### src/rtl/mlrr_pkg.sv
package mlrr_pkg;

   // Width of a link number field; a single link still needs one bit.
   function automatic int link_w(input int n_links);
      return (n_links > 1) ? $clog2(n_links) : 1;
   endfunction

   // Width of a port index.
   function automatic int idx_w(input int n_ports);
      return (n_ports > 1) ? $clog2(n_ports) : 1;
   endfunction

   // Width of a running request count (0 .. n_ports).
   function automatic int cnt_w(input int n_ports);
      return $clog2(n_ports + 1);
   endfunction

endpackage

### src/rtl/mlrr_rotate.sv
// Circular rotation of N fields of W bits by a runtime amount.
// REVERSE = 0: out[j] = in[(j + amt) mod N]   (align pointer to slot 0)
// REVERSE = 1: out[i] = in[(i - amt) mod N]   (undo the alignment)
module mlrr_rotate #(
   parameter int N       = 8,
   parameter int W       = 1,
   parameter int AW      = 3,
   parameter bit REVERSE = 1'b0
) (
   input  logic [N*W-1:0] vec_i,
   input  logic [AW-1:0]  amt_i,
   output logic [N*W-1:0] vec_o
);

   localparam int DW = 2 * N * W;

   logic [DW-1:0] dbl;
   logic [DW-1:0] moved;
   logic [31:0]   sh;

   assign dbl = {vec_i, vec_i};
   assign sh  = W * 32'(amt_i);

   generate
      if (REVERSE) begin : g_rev
         assign moved = dbl << sh;
         assign vec_o = moved[DW-1:N*W];
      end else begin : g_fwd
         assign moved = dbl >> sh;
         assign vec_o = moved[N*W-1:0];
      end
   endgenerate

endmodule

### src/rtl/mlrr_rank.sv
// Works on the request vector already rotated so that position 0 is the
// pointer. Ranks each requester by the number of requesters ahead of it,
// grants those ranked below N_LINKS, and locates the first refused one
// and the last requester.
module mlrr_rank #(
   parameter int N_PORTS = 8,
   parameter int N_LINKS = 2,
   parameter int LW      = mlrr_pkg::link_w(N_LINKS),
   parameter int PW      = mlrr_pkg::idx_w(N_PORTS),
   parameter int CW      = mlrr_pkg::cnt_w(N_PORTS)
) (
   input  logic [N_PORTS-1:0]    req_i,
   output logic [N_PORTS-1:0]    gnt_o,
   output logic [N_PORTS*LW-1:0] link_o,
   output logic                  any_o,
   output logic                  cut_hit_o,
   output logic [PW-1:0]         cut_pos_o,
   output logic [PW-1:0]         last_pos_o
);

   logic [CW-1:0]      cnt      [N_PORTS+1];
   logic [PW-1:0]      cut_acc  [N_PORTS+1];
   logic [PW-1:0]      last_acc [N_PORTS+1];
   logic [N_PORTS-1:0] cut_vec;
   logic [N_PORTS-1:0] last_vec;

   assign cnt[0]      = '0;
   assign cut_acc[0]  = '0;
   assign last_acc[0] = '0;

   genvar j;
   generate
      for (j = 0; j < N_PORTS; j++) begin : g_pos
         assign cnt[j+1]    = cnt[j] + CW'(req_i[j]);
         assign gnt_o[j]    = req_i[j] && (cnt[j] < CW'(N_LINKS));
         assign cut_vec[j]  = req_i[j] && (cnt[j] == CW'(N_LINKS));
         assign last_vec[j] = req_i[j] && (cnt[j+1] == cnt[N_PORTS]);
         assign link_o[j*LW +: LW] = gnt_o[j] ? cnt[j][LW-1:0] : '0;
         assign cut_acc[j+1]  = cut_acc[j]  | (cut_vec[j]  ? PW'(j) : '0);
         assign last_acc[j+1] = last_acc[j] | (last_vec[j] ? PW'(j) : '0);
      end
   endgenerate

   assign any_o      = (cnt[N_PORTS] != '0);
   assign cut_hit_o  = |cut_vec;
   assign cut_pos_o  = cut_acc[N_PORTS];
   assign last_pos_o = last_acc[N_PORTS];

   always_comb begin
      assert ($onehot0(cut_vec));
      assert ($onehot0(last_vec));
   end

endmodule

### src/rtl/mlrr_ptr.sv
// Fairness pointer. Offsets are relative to the current pointer.
module mlrr_ptr #(
   parameter int N_PORTS = 8,
   parameter int PW      = mlrr_pkg::idx_w(N_PORTS)
) (
   input  logic          clk,
   input  logic          rst_n,
   input  logic          slot_i,
   input  logic          any_i,
   input  logic          cut_hit_i,
   input  logic [PW-1:0] cut_pos_i,
   input  logic [PW-1:0] last_pos_i,
   output logic [PW-1:0] ptr_o
);

   logic [PW:0]   off;
   logic [PW:0]   sum;
   logic [PW-1:0] nxt;

   always_comb begin
      off = cut_hit_i ? {1'b0, cut_pos_i} : ({1'b0, last_pos_i} + 1'b1);
      sum = {1'b0, ptr_o} + off;
      if (sum >= (PW+1)'(N_PORTS)) sum = sum - (PW+1)'(N_PORTS);
      nxt = sum[PW-1:0];
   end

   always_ff @(posedge clk or negedge rst_n) begin
      if (!rst_n)                 ptr_o <= '0;
      else if (slot_i && any_i)   ptr_o <= nxt;
   end

   AST_PTR_IN_RANGE: assert property (@(posedge clk) disable iff (!rst_n)
      ptr_o < PW'(N_PORTS - 1) || ptr_o == PW'(N_PORTS - 1));
   AST_PTR_IDLE_HOLD: assert property (@(posedge clk) disable iff (!rst_n)
      (slot_i && !any_i) |=> $stable(ptr_o));
   AST_PTR_NO_SLOT: assert property (@(posedge clk) disable iff (!rst_n)
      !slot_i |=> $stable(ptr_o));

endmodule

### src/rtl/mlrr_sched.sv
module mlrr_sched #(
   parameter int N_PORTS = 8,
   parameter int N_LINKS = 2
) (
   input  logic                                          clk,
   input  logic                                          rst_n,
   input  logic                                          slot_i,
   input  logic [N_PORTS-1:0]                            req_i,
   output logic [N_PORTS-1:0]                            ack_o,
   output logic [N_PORTS*mlrr_pkg::link_w(N_LINKS)-1:0]  link_o
);

   localparam int LW = mlrr_pkg::link_w(N_LINKS);
   localparam int PW = mlrr_pkg::idx_w(N_PORTS);

   generate
      if (N_PORTS < 2) begin : g_bad_ports
         $error("mlrr_sched: N_PORTS must be at least 2");
      end
      if (N_LINKS < 1 || N_LINKS > N_PORTS) begin : g_bad_links
         $error("mlrr_sched: N_LINKS must lie in 1..N_PORTS");
      end
   endgenerate

   logic [PW-1:0]         ptr;
   logic [N_PORTS-1:0]    req_rot;
   logic [N_PORTS-1:0]    gnt_rot;
   logic [N_PORTS*LW-1:0] link_rot;
   logic [N_PORTS-1:0]    gnt_nat;
   logic [N_PORTS*LW-1:0] link_nat;
   logic                  any_req;
   logic                  cut_hit;
   logic [PW-1:0]         cut_pos;
   logic [PW-1:0]         last_pos;

   mlrr_rotate #(.N(N_PORTS), .W(1), .AW(PW), .REVERSE(1'b0)) i_rot_req (
      .vec_i(req_i), .amt_i(ptr), .vec_o(req_rot));

   mlrr_rank #(.N_PORTS(N_PORTS), .N_LINKS(N_LINKS)) i_rank (
      .req_i      (req_rot),
      .gnt_o      (gnt_rot),
      .link_o     (link_rot),
      .any_o      (any_req),
      .cut_hit_o  (cut_hit),
      .cut_pos_o  (cut_pos),
      .last_pos_o (last_pos));

   mlrr_rotate #(.N(N_PORTS), .W(1), .AW(PW), .REVERSE(1'b1)) i_rot_gnt (
      .vec_i(gnt_rot), .amt_i(ptr), .vec_o(gnt_nat));

   mlrr_rotate #(.N(N_PORTS), .W(LW), .AW(PW), .REVERSE(1'b1)) i_rot_link (
      .vec_i(link_rot), .amt_i(ptr), .vec_o(link_nat));

   mlrr_ptr #(.N_PORTS(N_PORTS)) i_ptr (
      .clk        (clk),
      .rst_n      (rst_n),
      .slot_i     (slot_i),
      .any_i      (any_req),
      .cut_hit_i  (cut_hit),
      .cut_pos_i  (cut_pos),
      .last_pos_i (last_pos),
      .ptr_o      (ptr));

   always_ff @(posedge clk or negedge rst_n) begin
      if (!rst_n) begin
         ack_o  <= '0;
         link_o <= '0;
      end else if (slot_i) begin
         ack_o  <= gnt_nat;
         link_o <= link_nat;
      end
   end

   AST_GRANT_LIMIT: assert property (@(posedge clk) disable iff (!rst_n)
      $countones(ack_o) <= N_LINKS);
   AST_GRANT_COUNT: assert property (@(posedge clk) disable iff (!rst_n)
      slot_i |=> ($countones(ack_o) ==
                  (($countones($past(req_i)) < N_LINKS) ?
                   $countones($past(req_i)) : N_LINKS)));
   AST_GRANT_SUBSET: assert property (@(posedge clk) disable iff (!rst_n)
      slot_i |=> ((ack_o & ~$past(req_i)) == '0));
   AST_IDLE_ZERO: assert property (@(posedge clk) disable iff (!rst_n)
      (slot_i && req_i == '0) |=> (ack_o == '0 && link_o == '0));
   AST_HOLD_BETWEEN: assert property (@(posedge clk) disable iff (!rst_n)
      !slot_i |=> ($stable(ack_o) && $stable(link_o)));

endmodule

### config.mk
export PLATFORM = sky130hd
export DESIGN_NAME = mlrr_sched
export DESIGN_NICKNAME = d
export VERILOG_FILES = /design/src/rtl/mlrr_pkg.sv /design/src/rtl/mlrr_rotate.sv /design/src/rtl/mlrr_rank.sv /design/src/rtl/mlrr_ptr.sv /design/src/rtl/mlrr_sched.sv
export SDC_FILE = /design/constraint.sdc
export NUM_CORES = 1
export LEC_CHECK = 0
export CAP_MARGIN = 20
export CORE_MARGIN = 2
export CORE_UTILIZATION = 53
export DETAILED_ROUTE_END_ITERATION = 16
export GPL_TIMING_DRIVEN = 0
export PLACE_DENSITY = 0.82
export SLEW_MARGIN = 20
export SYNTH_ARGS = -nofsm -noshare
export SYNTH_HDL_FRONTEND = slang
export SYNTH_SLANG_ARGS = --single-unit
### constraint.sdc
create_clock -name clk -period 6.8 [get_ports clk]
set_input_delay 1.36 -clock clk [delete_from_list [all_inputs] [get_ports clk]]
set_output_delay 1.36 -clock clk [all_outputs]
set_load 0.01 [all_outputs]
==> Implementation_results.wiki, run 1 <==
{| class="wikitable"
! Metric !! Value
|-
| Worst slew margin || 42.79%
|-
| Average detailed-routed wire length per instance || 18.03 microns
|-
| Overall overflow remaining after global route || 0
|-
| Maximum count of clock buffers along a single path || 2
|-
| Part of the Yosys area used for sequential elements || 16.69%
|-
| Synth top area share || 16.69%
|-
| Most common cell after layout, fill and taps aside || sky130_fd_sc_hd__nor2_1
|-
| Crit path top cell by count || sky130_fd_sc_hd__ha_4
|-
| Minimum period implied by the final worst setup slack || 7210 ps
|-
| Compound-Gate Fraction of Synth Area || 21.56%
|-
| Number of cell instances on the worst register-to-register path || 29
|-
| Total Routed Length || 8637 microns
|-
| Register clock-pin slew on the reported worst setup and hold paths || 70 ps
|-
| Final setup vio count || 1
|-
| Cell depth of the worst setup path || 28
|-
| Overall die area || 5978 sq um
|-
| Distinct cell type count of the synthesized netlist || 70
|-
| Netlist area before placement || 2849 sq um
|-
| Fraction of synthesized cell area in xor and xnor cells || 9.310%
|-
| Adder-cell share of the synthesized area || 8.344%
|-
| Violations in the final reports || setup timing
|-
| Per-cell via count in the routed design || 6.501
|-
| Worst setup margin || -410.4 ps
|-
| Kind of cell adding the most delay to the critical path || adder cells
|-
| I/O pins || 27
|-
| Net count after synthesis || 384
|-
| Via count of the first global-routing pass || 2,950
|-
| Fraction of layout instances using a drive strength above 1 || 28.85%
|-
| Pin count of the biggest net entering global routing || 20
|-
| Largest fanout on the critical path || 4
|-
| Total negative setup slack || -410.4 ps
|-
| Reg-to-reg endpoint || i_ptr.ptr_o[2]$_DFFE_PN0P_
|-
| Vias || 3,114
|-
| Ranking of synthesized cells by area || sky130_fd_sc_hd__dfrtp_1 (17%), sky130_fd_sc_hd__ha_1 (6.6%), sky130_fd_sc_hd__mux4_2 (5.5%)
|-
| CP required || 6930 ps
|-
| Hold_ws || 492.0 ps
|-
| Gate count after technology mapping || 356
|-
| Inserted Clock Buffers || 3
|-
| FMAX || 138.7 MHz
|-
| Crit path to || i_ptr.ptr_o[2]$_DFFE_PN0P_
|-
| RSZ-0062 raised after global routing || yes
|-
| Clock tree from TritonCTS || yes
|-
| Critical path launch point type || input pin
|-
| Number of antenna violations at the first check in global routing || 1
|-
| Area of the placeable core || 5140 sq um
|-
| Layout-stage area growth over the synthesis result || 30.39%
|-
| Total count of max-transition violations in the final report || 0
|-
| Number of DRC markers after the initial detailed-route iteration || 438
|-
| Data arrival time of the worst path || 7340 ps
|-
| Combinational family with the most area after synthesis || simple AND/OR/NAND/NOR gates
|-
| Max-cap viol count || 0
|-
| Number of sinks handled by clock tree synthesis || 19
|-
| Simple-gate share of the synthesized area || 23.01%
|-
| Max Clock Skew || 1.612 ps
|-
| Number of nets still failing antenna checks after routing || 0
|-
| Mux contribution to synthesized area || 16.43%
|-
| Placement Rows || 26
|-
| Die H || 77.32 microns
|-
| Reg-to-reg setup timing slack || -250 ps
|-
| Timing startpoint of the critical path || req_i[1]
|-
| HPWL reported at the end of detailed placement || 6171 microns
|-
| Count of input and output buffers || 26
|-
| Result of the run || finished with violations
|-
| Count of final hold-check violations || 0
|-
| Proportion of synthesized flip-flops having asynchronous set or reset || 100.0%
|-
| # diodes || 0
|-
| Synth Register Bits || 19
|-
| Slew at the pin closest to its max-slew limit || 855.5 ps
|-
| Count of H-tree levels built during CTS || 1
|-
| Wire length of the first global-routing pass || 14,050 microns
|-
| Layout net count || 438
|-
| Leading cell types in the layout, fill and taps excluded || sky130_fd_sc_hd__nor2_1 (37), sky130_fd_sc_hd__nand2_1 (27), sky130_fd_sc_hd__buf_4 (26), sky130_fd_sc_hd__a21oi_1 (25), sky130_fd_sc_hd__dfrtp_1 (19)
|-
| Initial core utilization || 55.43%
|-
| CTS hold repair buffers || 0
|-
| CP max-delay cell || sky130_fd_sc_hd__fa_2
|-
| Worst-skew pair later-pin latency || 260 ps
|-
| R2R Path Start || i_ptr.ptr_o[2]$_DFFE_PN0P_
|-
| Number of buffers and inverters on the critical path || 2
|-
| Synth area leader || sky130_fd_sc_hd__dfrtp_1
|-
| Predominant post-synthesis flop cell || sky130_fd_sc_hd__dfrtp_1
|-
| EDFF count, synth || 0
|-
| Average cell area after synthesis || 8.003 sq um
|-
| Number of iterations in the first detailed-routing pass || 5
|-
| Die X || 77.32 microns
|-
| Ratio of final minimum period to clock period || 106.0%
|-
| Post-route DRC violation count || 0
|-
| RD Place Congestion || 0.9688
|-
| Hold crit path type || reg2reg
|-
| Critical Setup Path Class || in2reg
|-
| Clock root buffer || sky130_fd_sc_hd__clkbuf_8
|-
| Number of synthesis warnings || 0
|-
| Kind of end point of the critical path || flop
|-
| Largest stage delay on the critical path || 600 ps
|-
| Total Routing Usage GR || 29.03%
|}
[cells in the mapped netlist, drive strengths merged, types with 3 or more instances]
cell and number:
o21a 4, xor2 6, nor3b 4, dfrtp 19, or2 3, mux4 7, nor2b 4, a21oi 30
buf 9, ha 15, nor4 5, nand3 13, inv 10, a31oi 6, nor3 13, mux2 13
nand2 33, o211ai 5, a211oi 3, nand4 4, a22oi 4, clkbuf 12, o21ai 19, or3 3
nor2 38, and2 3, mux2i 16, xnor2 18
[worst min path at each step]
stage / start / end / slack, ps / cells after the start
2_1_floorplan: ack_o[7]$_DFFE_PN0P_ / ack_o[7]$_DFFE_PN0P_ / 520 / 1
3_3_place_gp: ack_o[7]$_DFFE_PN0P_ / ack_o[7]$_DFFE_PN0P_ / 470 / 1
3_5_place_dp: ack_o[7]$_DFFE_PN0P_ / ack_o[7]$_DFFE_PN0P_ / 470 / 1
4_1_cts: ack_o[7]$_DFFE_PN0P_ / ack_o[7]$_DFFE_PN0P_ / 500 / 1
5_1_grt: ack_o[7]$_DFFE_PN0P_ / ack_o[7]$_DFFE_PN0P_ / 530 / 1
6_report: ack_o[7]$_DFFE_PN0P_ / ack_o[7]$_DFFE_PN0P_ / 490 / 1
[routing by layer]
metal | vias up | part of all wire (%) | GRT usage (%)
li1 | 1419 | - | -
met1 | 1470 | 42 | 41.03
met2 | 182 | 45 | 45.22
met3 | 41 | 9.0 | 4.588
met4 | 2 | 4.2 | 9.821
met5 | - | 0.13 | 0
[cells by family after synthesis]
family,count (synthesis)
fa+ha+maj,18
xor+xnor,26
buf+inv,33
compound gates,92
mux,36
simple gates,132
flops,19
[cell type report]
| class | instances | area (sq um) |
|---|---|---|
| fill | 399 | 1425 |
| clock inverter | 1 | 5.005 |
| inverter | 12 | 45.04 |
| clock buffer | 3 | 41.29 |
| buffer | 20 | 87.58 |
| sequential | 19 | 475.5 |
| multi-input combinational | 304 | 2534 |
| tap | 70 | 87.58 |
| timing repair buffer | 50 | 439.2 |
[registers in the layout (all words and copies together), names as in the netlist]
register,count
ack_o,8
i_ptr.ptr_o,3
link_o,8
[repair_timing]
action	4_1_cts	5_1_grt
pin swaps	21	19
setup buffers	20	5
endpoints found under the hold margin	0	0
setup endpoints to repair	3	2
gates resized for setup	60	20
[metrics by stage]
stage,instances,util [%],area [sq um],setup slack [ps]
after floorplan,356,-,2972,-508.7
after CTS,476,70.13,3605,-528.5
after detailed placement,452,64.58,3319,-1644
after global routing,479,72.27,3715,-618.4
final,479,72.27,3715,-410.4
after global placement,452,64.58,3319,-1560
Power of run 1 is not shown: default switching activity piles up to over one toggle a cycle in this logic, so the estimate is an artifact.
==> run 2, diff against run 1 <==
--- a/config.mk
+++ b/config.mk
@@ -8,6 +8,7 @@
 export CAP_MARGIN = 20
 export CORE_MARGIN = 2
 export CORE_UTILIZATION = 53
+export CTS_BUF_LIST = sky130_fd_sc_hd__clkbuf_4 sky130_fd_sc_hd__clkbuf_8 sky130_fd_sc_hd__clkbuf_16
 export DETAILED_ROUTE_END_ITERATION = 16
 export GPL_TIMING_DRIVEN = 0
 export PLACE_DENSITY = 0.82
==> results of run 2 <==
No change in the layout: final DEF, timing and power equal those of run 1.
Power of run 2 is left out for the same reason.
